### src/rtl/cmpi_pkg.sv
package cmpi_pkg;

  localparam int REG_W = 8;

  localparam int BIT_DIS   = 7;
  localparam int BIT_RSVD  = 6;
  localparam int BIT_LEVEL = 5;
  localparam int BIT_FLAG  = 4;
  localparam int BIT_IE    = 3;
  localparam int BIT_CAP   = 2;
  localparam int BIT_MODE1 = 1;
  localparam int BIT_MODE0 = 0;

  typedef enum logic [1:0] {
    EDGE_ANY  = 2'b00,
    EDGE_RSVD = 2'b01,
    EDGE_FALL = 2'b10,
    EDGE_RISE = 2'b11
  } edge_mode_e;

  typedef struct packed {
    logic       dis;
    logic       ie;
    logic       cap;
    edge_mode_e mode;
  } ctrl_t;

endpackage

### src/rtl/cmpi_sync.sv
module cmpi_sync #(
  parameter int STAGES = 2
) (
  input  logic clk,
  input  logic rst_n,
  input  logic async_in,
  output logic sync_out
);
  localparam int LAST = STAGES - 1;

  logic [STAGES-1:0] chain;

  generate
    for (genvar i = 0; i < STAGES; i++) begin : g_stage
      if (i == 0) begin : g_first
        always_ff @(posedge clk or negedge rst_n) begin
          if (!rst_n) chain[0] <= 1'b0;
          else        chain[0] <= async_in;
        end
      end else begin : g_next
        always_ff @(posedge clk or negedge rst_n) begin
          if (!rst_n) chain[i] <= 1'b0;
          else        chain[i] <= chain[i-1];
        end
      end
    end
  endgenerate

  assign sync_out = chain[LAST];

endmodule

### src/rtl/cmpi_edge.sv
module cmpi_edge
  import cmpi_pkg::*;
(
  input  logic       clk,
  input  logic       rst_n,
  input  logic       level,
  input  edge_mode_e mode,
  input  logic       blocked,
  output logic       event_o
);
  logic prev_q;
  logic rise, fall;

  always_ff @(posedge clk or negedge rst_n) begin
    if (!rst_n) prev_q <= 1'b0;
    else        prev_q <= level;
  end

  assign rise = level & ~prev_q;
  assign fall = ~level & prev_q;

  always_comb begin
    unique case (mode)
      EDGE_ANY:  event_o = rise | fall;
      EDGE_FALL: event_o = fall;
      EDGE_RISE: event_o = rise;
      default:   event_o = 1'b0;
    endcase
    if (blocked) event_o = 1'b0;
  end

  assert_reserved_silent_R5: assert property (@(posedge clk) disable iff (!rst_n)
    (mode == EDGE_RSVD) |-> !event_o);

  assert_blocked_silent_R11: assert property (@(posedge clk) disable iff (!rst_n)
    blocked |-> !event_o);

  assert_rise_level_R4: assert property (@(posedge clk) disable iff (!rst_n)
    (event_o && mode == EDGE_RISE) |-> level);

  assert_fall_level_R4: assert property (@(posedge clk) disable iff (!rst_n)
    (event_o && mode == EDGE_FALL) |-> !level);

endmodule

### src/rtl/cmpi_regs.sv
module cmpi_regs
  import cmpi_pkg::*;
(
  input  logic             clk,
  input  logic             rst_n,
  input  logic             wr,
  input  logic [REG_W-1:0] wdata,
  input  logic             ack,
  input  logic             set_ev,
  output ctrl_t            ctrl,
  output logic             flag
);
  logic clr_req;

  assign clr_req = (wr & wdata[BIT_FLAG]) | ack;

  always_ff @(posedge clk or negedge rst_n) begin
    if (!rst_n) begin
      ctrl <= '{dis: 1'b0, ie: 1'b0, cap: 1'b0, mode: EDGE_ANY};
    end else if (wr) begin
      ctrl.dis  <= wdata[BIT_DIS];
      ctrl.ie   <= wdata[BIT_IE];
      ctrl.cap  <= wdata[BIT_CAP];
      ctrl.mode <= edge_mode_e'({wdata[BIT_MODE1], wdata[BIT_MODE0]});
    end
  end

  // An event wins over a same-cycle clear so it is never lost.
  always_ff @(posedge clk or negedge rst_n) begin
    if (!rst_n)       flag <= 1'b0;
    else if (set_ev)  flag <= 1'b1;
    else if (clr_req) flag <= 1'b0;
  end

  assert_flag_source_R4: assert property (@(posedge clk) disable iff (!rst_n)
    $rose(flag) |-> $past(set_ev));

  assert_event_wins_R8: assert property (@(posedge clk) disable iff (!rst_n)
    set_ev |=> flag);

  assert_w1c_R6: assert property (@(posedge clk) disable iff (!rst_n)
    (wr && wdata[BIT_FLAG] && !set_ev) |=> !flag);

  assert_ack_clear_R7: assert property (@(posedge clk) disable iff (!rst_n)
    (ack && !set_ev) |=> !flag);

endmodule

### src/rtl/cmp_irq_ctrl.sv
module cmp_irq_ctrl
  import cmpi_pkg::*;
#(
  parameter int SYNC_STAGES = 2
) (
  input  logic             clk,
  input  logic             rst_n,
  input  logic             cmp_in,
  input  logic             reg_wr,
  input  logic [REG_W-1:0] reg_wdata,
  output logic [REG_W-1:0] reg_rdata,
  input  logic             gie,
  input  logic             int_ack,
  output logic             irq,
  output logic             cap_trig
);
  logic  level_s;
  logic  edge_ev;
  logic  flag;
  ctrl_t ctrl;

  cmpi_sync #(.STAGES(SYNC_STAGES)) u_sync (
    .clk      (clk),
    .rst_n    (rst_n),
    .async_in (cmp_in),
    .sync_out (level_s)
  );

  cmpi_edge u_edge (
    .clk     (clk),
    .rst_n   (rst_n),
    .level   (level_s),
    .mode    (ctrl.mode),
    .blocked (ctrl.dis),
    .event_o (edge_ev)
  );

  cmpi_regs u_regs (
    .clk    (clk),
    .rst_n  (rst_n),
    .wr     (reg_wr),
    .wdata  (reg_wdata),
    .ack    (int_ack),
    .set_ev (edge_ev),
    .ctrl   (ctrl),
    .flag   (flag)
  );

  always_comb begin
    reg_rdata            = '0;
    reg_rdata[BIT_DIS]   = ctrl.dis;
    reg_rdata[BIT_LEVEL] = level_s & ~ctrl.dis;
    reg_rdata[BIT_FLAG]  = flag;
    reg_rdata[BIT_IE]    = ctrl.ie;
    reg_rdata[BIT_CAP]   = ctrl.cap;
    reg_rdata[BIT_MODE1] = ctrl.mode[1];
    reg_rdata[BIT_MODE0] = ctrl.mode[0];
  end

  assign irq      = flag & ctrl.ie & gie;
  assign cap_trig = ctrl.cap & ~ctrl.dis & level_s;

  assert_dis_masks_R11: assert property (@(posedge clk) disable iff (!rst_n)
    ctrl.dis |-> (!cap_trig && !reg_rdata[BIT_LEVEL]));

  assert_irq_gated_R9: assert property (@(posedge clk) disable iff (!rst_n)
    irq |-> (gie && reg_rdata[BIT_FLAG] && reg_rdata[BIT_IE]));

  assert_rsvd_zero_R2: assert property (@(posedge clk) disable iff (!rst_n)
    !reg_rdata[BIT_RSVD]);

  assert_cap_route_R10: assert property (@(posedge clk) disable iff (!rst_n)
    cap_trig |-> (ctrl.cap && level_s));

endmodule

### config.mk
export PLATFORM = sky130hd
export DESIGN_NAME = cmp_irq_ctrl
export DESIGN_NICKNAME = d
export VERILOG_FILES = /design/src/rtl/cmpi_pkg.sv /design/src/rtl/cmpi_sync.sv /design/src/rtl/cmpi_edge.sv /design/src/rtl/cmpi_regs.sv /design/src/rtl/cmp_irq_ctrl.sv
export SDC_FILE = /design/constraint.sdc
export NUM_CORES = 1
export LEC_CHECK = 0
export BUFFER_PORTS_ARGS = -buffer_cell sky130_fd_sc_hd__buf_4
export CAP_MARGIN = 40
export CORE_UTILIZATION = 28
export DETAILED_ROUTE_END_ITERATION = 10
export PLACE_DENSITY = 0.65
export SLEW_MARGIN = 20
export SYNTH_ARGS = -nofsm -noshare
export SYNTH_HDL_FRONTEND = slang
export SYNTH_SLANG_ARGS = --single-unit
### constraint.sdc
create_clock -name clk -period 1.1 [get_ports clk]
set_input_delay 0.11 -clock clk [delete_from_list [all_inputs] [get_ports clk]]
set_output_delay 0.11 -clock clk [all_outputs]
set_load 0.1 [all_outputs]
## Yosys cells after proc, flatten, opt, wreduce, memory -nomap -nowiden

Cells that the tools add are included.
W data, S select, Z words.

| word-level totals | value |
|---|---|
| bits in registers | 9 |
| bits in latches | 0 |
| bits in writable memories | 0 |
| ROM bits | 0 |
| input port bits | 14 |
| output and inout bits | 10 |
| logic and storage cells | 29 |
| memories | 0 |

| operators by class | value |
|---|---|
| add/subtract/negate cells | 0 |
| $mul | 0 |
| div/mod/pow operators | 0 |
| $lt $le $gt $ge | 0 |
| equal/unequal tests | 2 |
| shift operators | 0 |
| mux-type cells | 4 |
| bitwise logic cells | 13 |
| reduce and logical (&&, ||, !) cells | 2 |

Operators by type and width:

| operator | count |
|---|---|
| $and A1 B1 Y1 | 8 |
| $eq A2 B2 Y1 const B | 2 |
| $mux W1 | 3 |
| $not A1 Y1 | 3 |
| $pmux W1 S3 | 1 |
| $logic_not A2 Y1 | 1 |
| $or A1 B1 Y1 | 2 |
| $reduce_bool A2 Y1 | 1 |

## Depth between registers and ports, before layout

| logic depth | value |
|---|---|
| depth in word-level cells | 6 |
| gate-level depth with buffers | 5 |
| depth with buffers taken out | 5 |

## Cells and area by module

A second synthesis with hierarchy kept.

| second synthesis, totals | value |
|---|---|
| cell total of the unflattened synthesis | 32 |
| area, all modules | 437.9 µm² |

By module, submodules not included:

| module | times used | cells each | area an instance (µm²) | sequential area each (µm²) |
|---|---|---|---|---|
| cmpi_regs | 1 | 15 | 252.7 | 150.1 |
| cmpi_edge | 1 | 9 | 95.1 | 25.0 |
| cmpi_sync | 1 | 2 | 50.0 | 50.0 |
| cmp_irq_ctrl | 1 | 6 | 40.0 | 0.0 |

## Worst setup path before layout

OpenSTA, ideal clock, no wires.

| path | value |
|---|---|
| kind | register to output |
| start point | register u_sync.chain[1] (netlist: u_sync.sync_out) |
| end point | output port cap_trig |
| arrival time | 2.590 ns |
| required time | 0.990 ns |
| slack | -1.600 ns |
| cell stages (with the launch flop) | 4 |
| buffers on the path | 0 |
| path through | dfrtp_1 -> inv_1 -> nor2_1 -> and2_1 |

| between the ends | value |
|---|---|
| cells in the longest elaborated chain, start to end | 1 |

Ends and longest elaborated chain:

| element | RTL line | text |
|---|---|---|
| from (decl) | cmpi_sync.sv:11 | `logic [STAGES-1:0] chain;` |
| from (signal, indexed assignment) | cmpi_sync.sv:23 | `else chain[i] <= chain[i-1];` |
| $and A1 B1 Y1 | cmp_irq_ctrl.sv:61 | `assign cap_trig = ctrl.cap & ~ctrl.dis & level_s;` |
| to (decl) | cmp_irq_ctrl.sv:15 | `output logic cap_trig` |

Every way passes these cells.

## Worst setup path after layout

Same ends and word-level chain as after synthesis.

==> flow_summary.yaml <==
worst_setup_path:
  endpoint_kind: "primary output"
  required_ns: 0.99
  r2r_start: "u_sync.sync_out$_DFF_PN0_"
  reg2reg_slack_ns: -0.16
  r2r-end: "u_regs.flag$_DFFE_PN0P_"
  r2r_cells: 5
  cp_data_arrival_time_ns: 1.18
  path_class: "reg -> out"
  worstPathMaxFanout: 2
  cp-start-kind: "register"
logic_synthesis:
  avgSynthCellArea_um2: 12.5
  ys_warn_count: 0
  ys_ff_latch: 9
  synthCells: 32
  synth_fp_nets: 48
  yosysSeqAreaShare: 0.564
  ys_types: 16
  syn_area_um2: 399
sta:
  finClkSkew_ns: 0.00302
  slew_viol_final: 0
  max_freq_ghz: 0.777
  final.min_clock_period_ns: 1.29
  setup_viol: 5
  layout_setup_ws_ns: -0.187
  setup-tns-final_ns: -0.598
  hold_viol: 0
  period_share: 1.17
  rsz0062_at_grt: "true"
cells_and_area:
  layout.cells.non_filler: 75
  regArea_um2: 235
  multi_input_area_um2: 175
  nets: 77
  antenna_cells: 0
  layout-drive-gt1-share: 0.767
  fillers: 107
  final_core_util: 0.576
  syn_to_final_growth_pct: 90.3
floorplanning:
  core_um2: 1320
  core.rowCount: 13
  start_util: 0.303
  die-area_um2: 1580
  io_pins: 24
  die_w_um: 39.8
  chipHeight_um: 39.8
pwr:
  ir_drop_mv: 0.832
  power_density_nw_per_um2: 1500
  p_leak_nw: 0.355
routing:
  antenna_left: 0
  viasPerCell: 4.37
  firstDrtPassIters: 1
  vias: 328
  drtIter0Drc: 0
  drt-total-wl_um: 838
  drc: 0
  wire_per_inst_um: 11.2
global_route:
  grt_pass1_wl_um: 1370
  grt_pass1_vias: 354
  grt_antenna_before_repair: 0
  grt_overflow_total: 0
  grt_start_max_net_pins: 10
  track_usage: 0.140
cts:
  cts_tree: "built"
  clock_sinks: 9
  cts_root_buf: "clkbuf_4"
  cts_buffers: 3
  clk_latency_ns: 0.26
  path_clk_slew_ns: 0.06
  h-tree-depth: 1
  cts_buffer_depth: 2
outcome:
  status: "finished, violations left"
  violations: "setup timing"
placement:
  place.gp.congestion: 0.728
  dp_hpwl_um: 577
  dp.cells: 66
  port_buffers: 20
job:
  drv_cap: 0
hold_path:
  min_from: "reg_wdata[2]"
  min_path_cells: 2
  min_to: "u_regs.ctrl[2]$_DFFE_PN0P_"
  min_path_type: "in -> reg"
-- worst max path at each step --
stage | from | endpoint
after CTS | u_sync.sync_out$_DFF_PN0_ | cap_trig
after detailed placement | u_sync.sync_out$_DFF_PN0_ | u_regs.flag$_DFFE_PN0P_
after floorplan | u_regs.ctrl[4]$_DFFE_PN0P_ | cap_trig
after global routing | u_sync.sync_out$_DFF_PN0_ | cap_trig
final | u_sync.sync_out$_DFF_PN0_ | cap_trig
after global placement | u_sync.sync_out$_DFF_PN0_ | u_regs.flag$_DFFE_PN0P_
-- where the power goes --
part | leakage (nW) | internal, mW | switching (mW)
Sequential | 0.103 | 0.366 | 0.0273
Clock | 0.0150 | 0.140 | 0.116
Combinational | 0.237 | 0.177 | 0.311
Total | 0.355 | 0.683 | 0.454
-- per-layer routing --
layer,part of all wire,global-route usage
met1,0.34,0.117
met2,0.61,0.270
met3,0.032,0.0341
met4,0.020,0.103
met5,0,0
-- per-stage QoR --
stage          total power [mW]  hold WS (ns)  worst slack, ns  cell area [um^2]
2_1_floorplan             0.712        -0.186           -0.374               432
3_3_place_gp              0.802       -0.0625          -0.0605               596
3_5_place_dp              0.805       -0.0626          -0.0944               596
4_1_cts                    1.14        0.0663           -0.201               749
5_1_grt                    1.19        0.0666           -0.240               759
6_report                   1.14        0.0787           -0.187               759
-- cell usage in the layout, fill, tap and decap left out, drive strengths merged --
master,instances
o21ai,1
a21oi,1
ha,2
dfrtp,9
conb,1
dlygate4sd3,2
nor3,1
and3,1
and2,1
inv,2
nand3b,1
mux2,6
nand2,1
nor2,1
clkbuf,4
buf,26
-- cell usage after synthesis (all sizes together) --
master  instances  area, um^2
nor2            1        3.75
and3            1        6.26
buf             3        22.5
clkbuf          1        5.00
mux2            6        67.6
and2            1        6.26
dfrtp           9         225
nor3            1        5.00
a21oi           1        5.00
inv             2        7.51
nand3b          1        7.51
nand2           1        3.75
o21ai           1        5.00
conb            1        3.75
ha              2        25.0
-- state kept, by name (all words and copies together) (netlist names) --
register         cells
u_regs.ctrl          5
u_edge.prev_q        1
u_regs.flag          1
u_sync.chain         1
u_sync.sync_out      1
-- kinds of logic after synthesis --
| group | Yosys count | share of synthesized area |
|---|---|---|
| compound gates | 2 | 0.0251 |
| mux | 6 | 0.169 |
| other cells | 1 | 0.00940 |
| fa+ha+maj | 2 | 0.0627 |
| simple gates | 6 | 0.0815 |
| flops | 9 | 0.564 |
| buf+inv | 6 | 0.0878 |
-- timing repair --
item	in CTS	in global routing
resized for setup	22	2
hold buffers	2	0
endpoints found under the hold margin	10	0
setup buffers	3	0
pin swaps	2	1
setup endpoints to repair	7	7
-- layout make-up --
| class | count | share of cell area |
|---|---|---|
| Sequential cell | 9 | 0.310 |
| Timing Repair Buffer | 28 | 0.390 |
| Multi-Input combinational cell | 17 | 0.231 |
| Inverter | 2 | 0.00988 |
| Clock buffer | 4 | 0.0346 |
| Tap cell | 15 | 0.0247 |
-- critical path: stages (launching register included) --
cell and delay, ns:
dfrtp_1 0.36, inv_2 0.05, buf_6 0.11, nor2_4 0.09
and2_4 0.16, buf_12 0.16
Note: power is estimated with default switching activity, not from simulation.
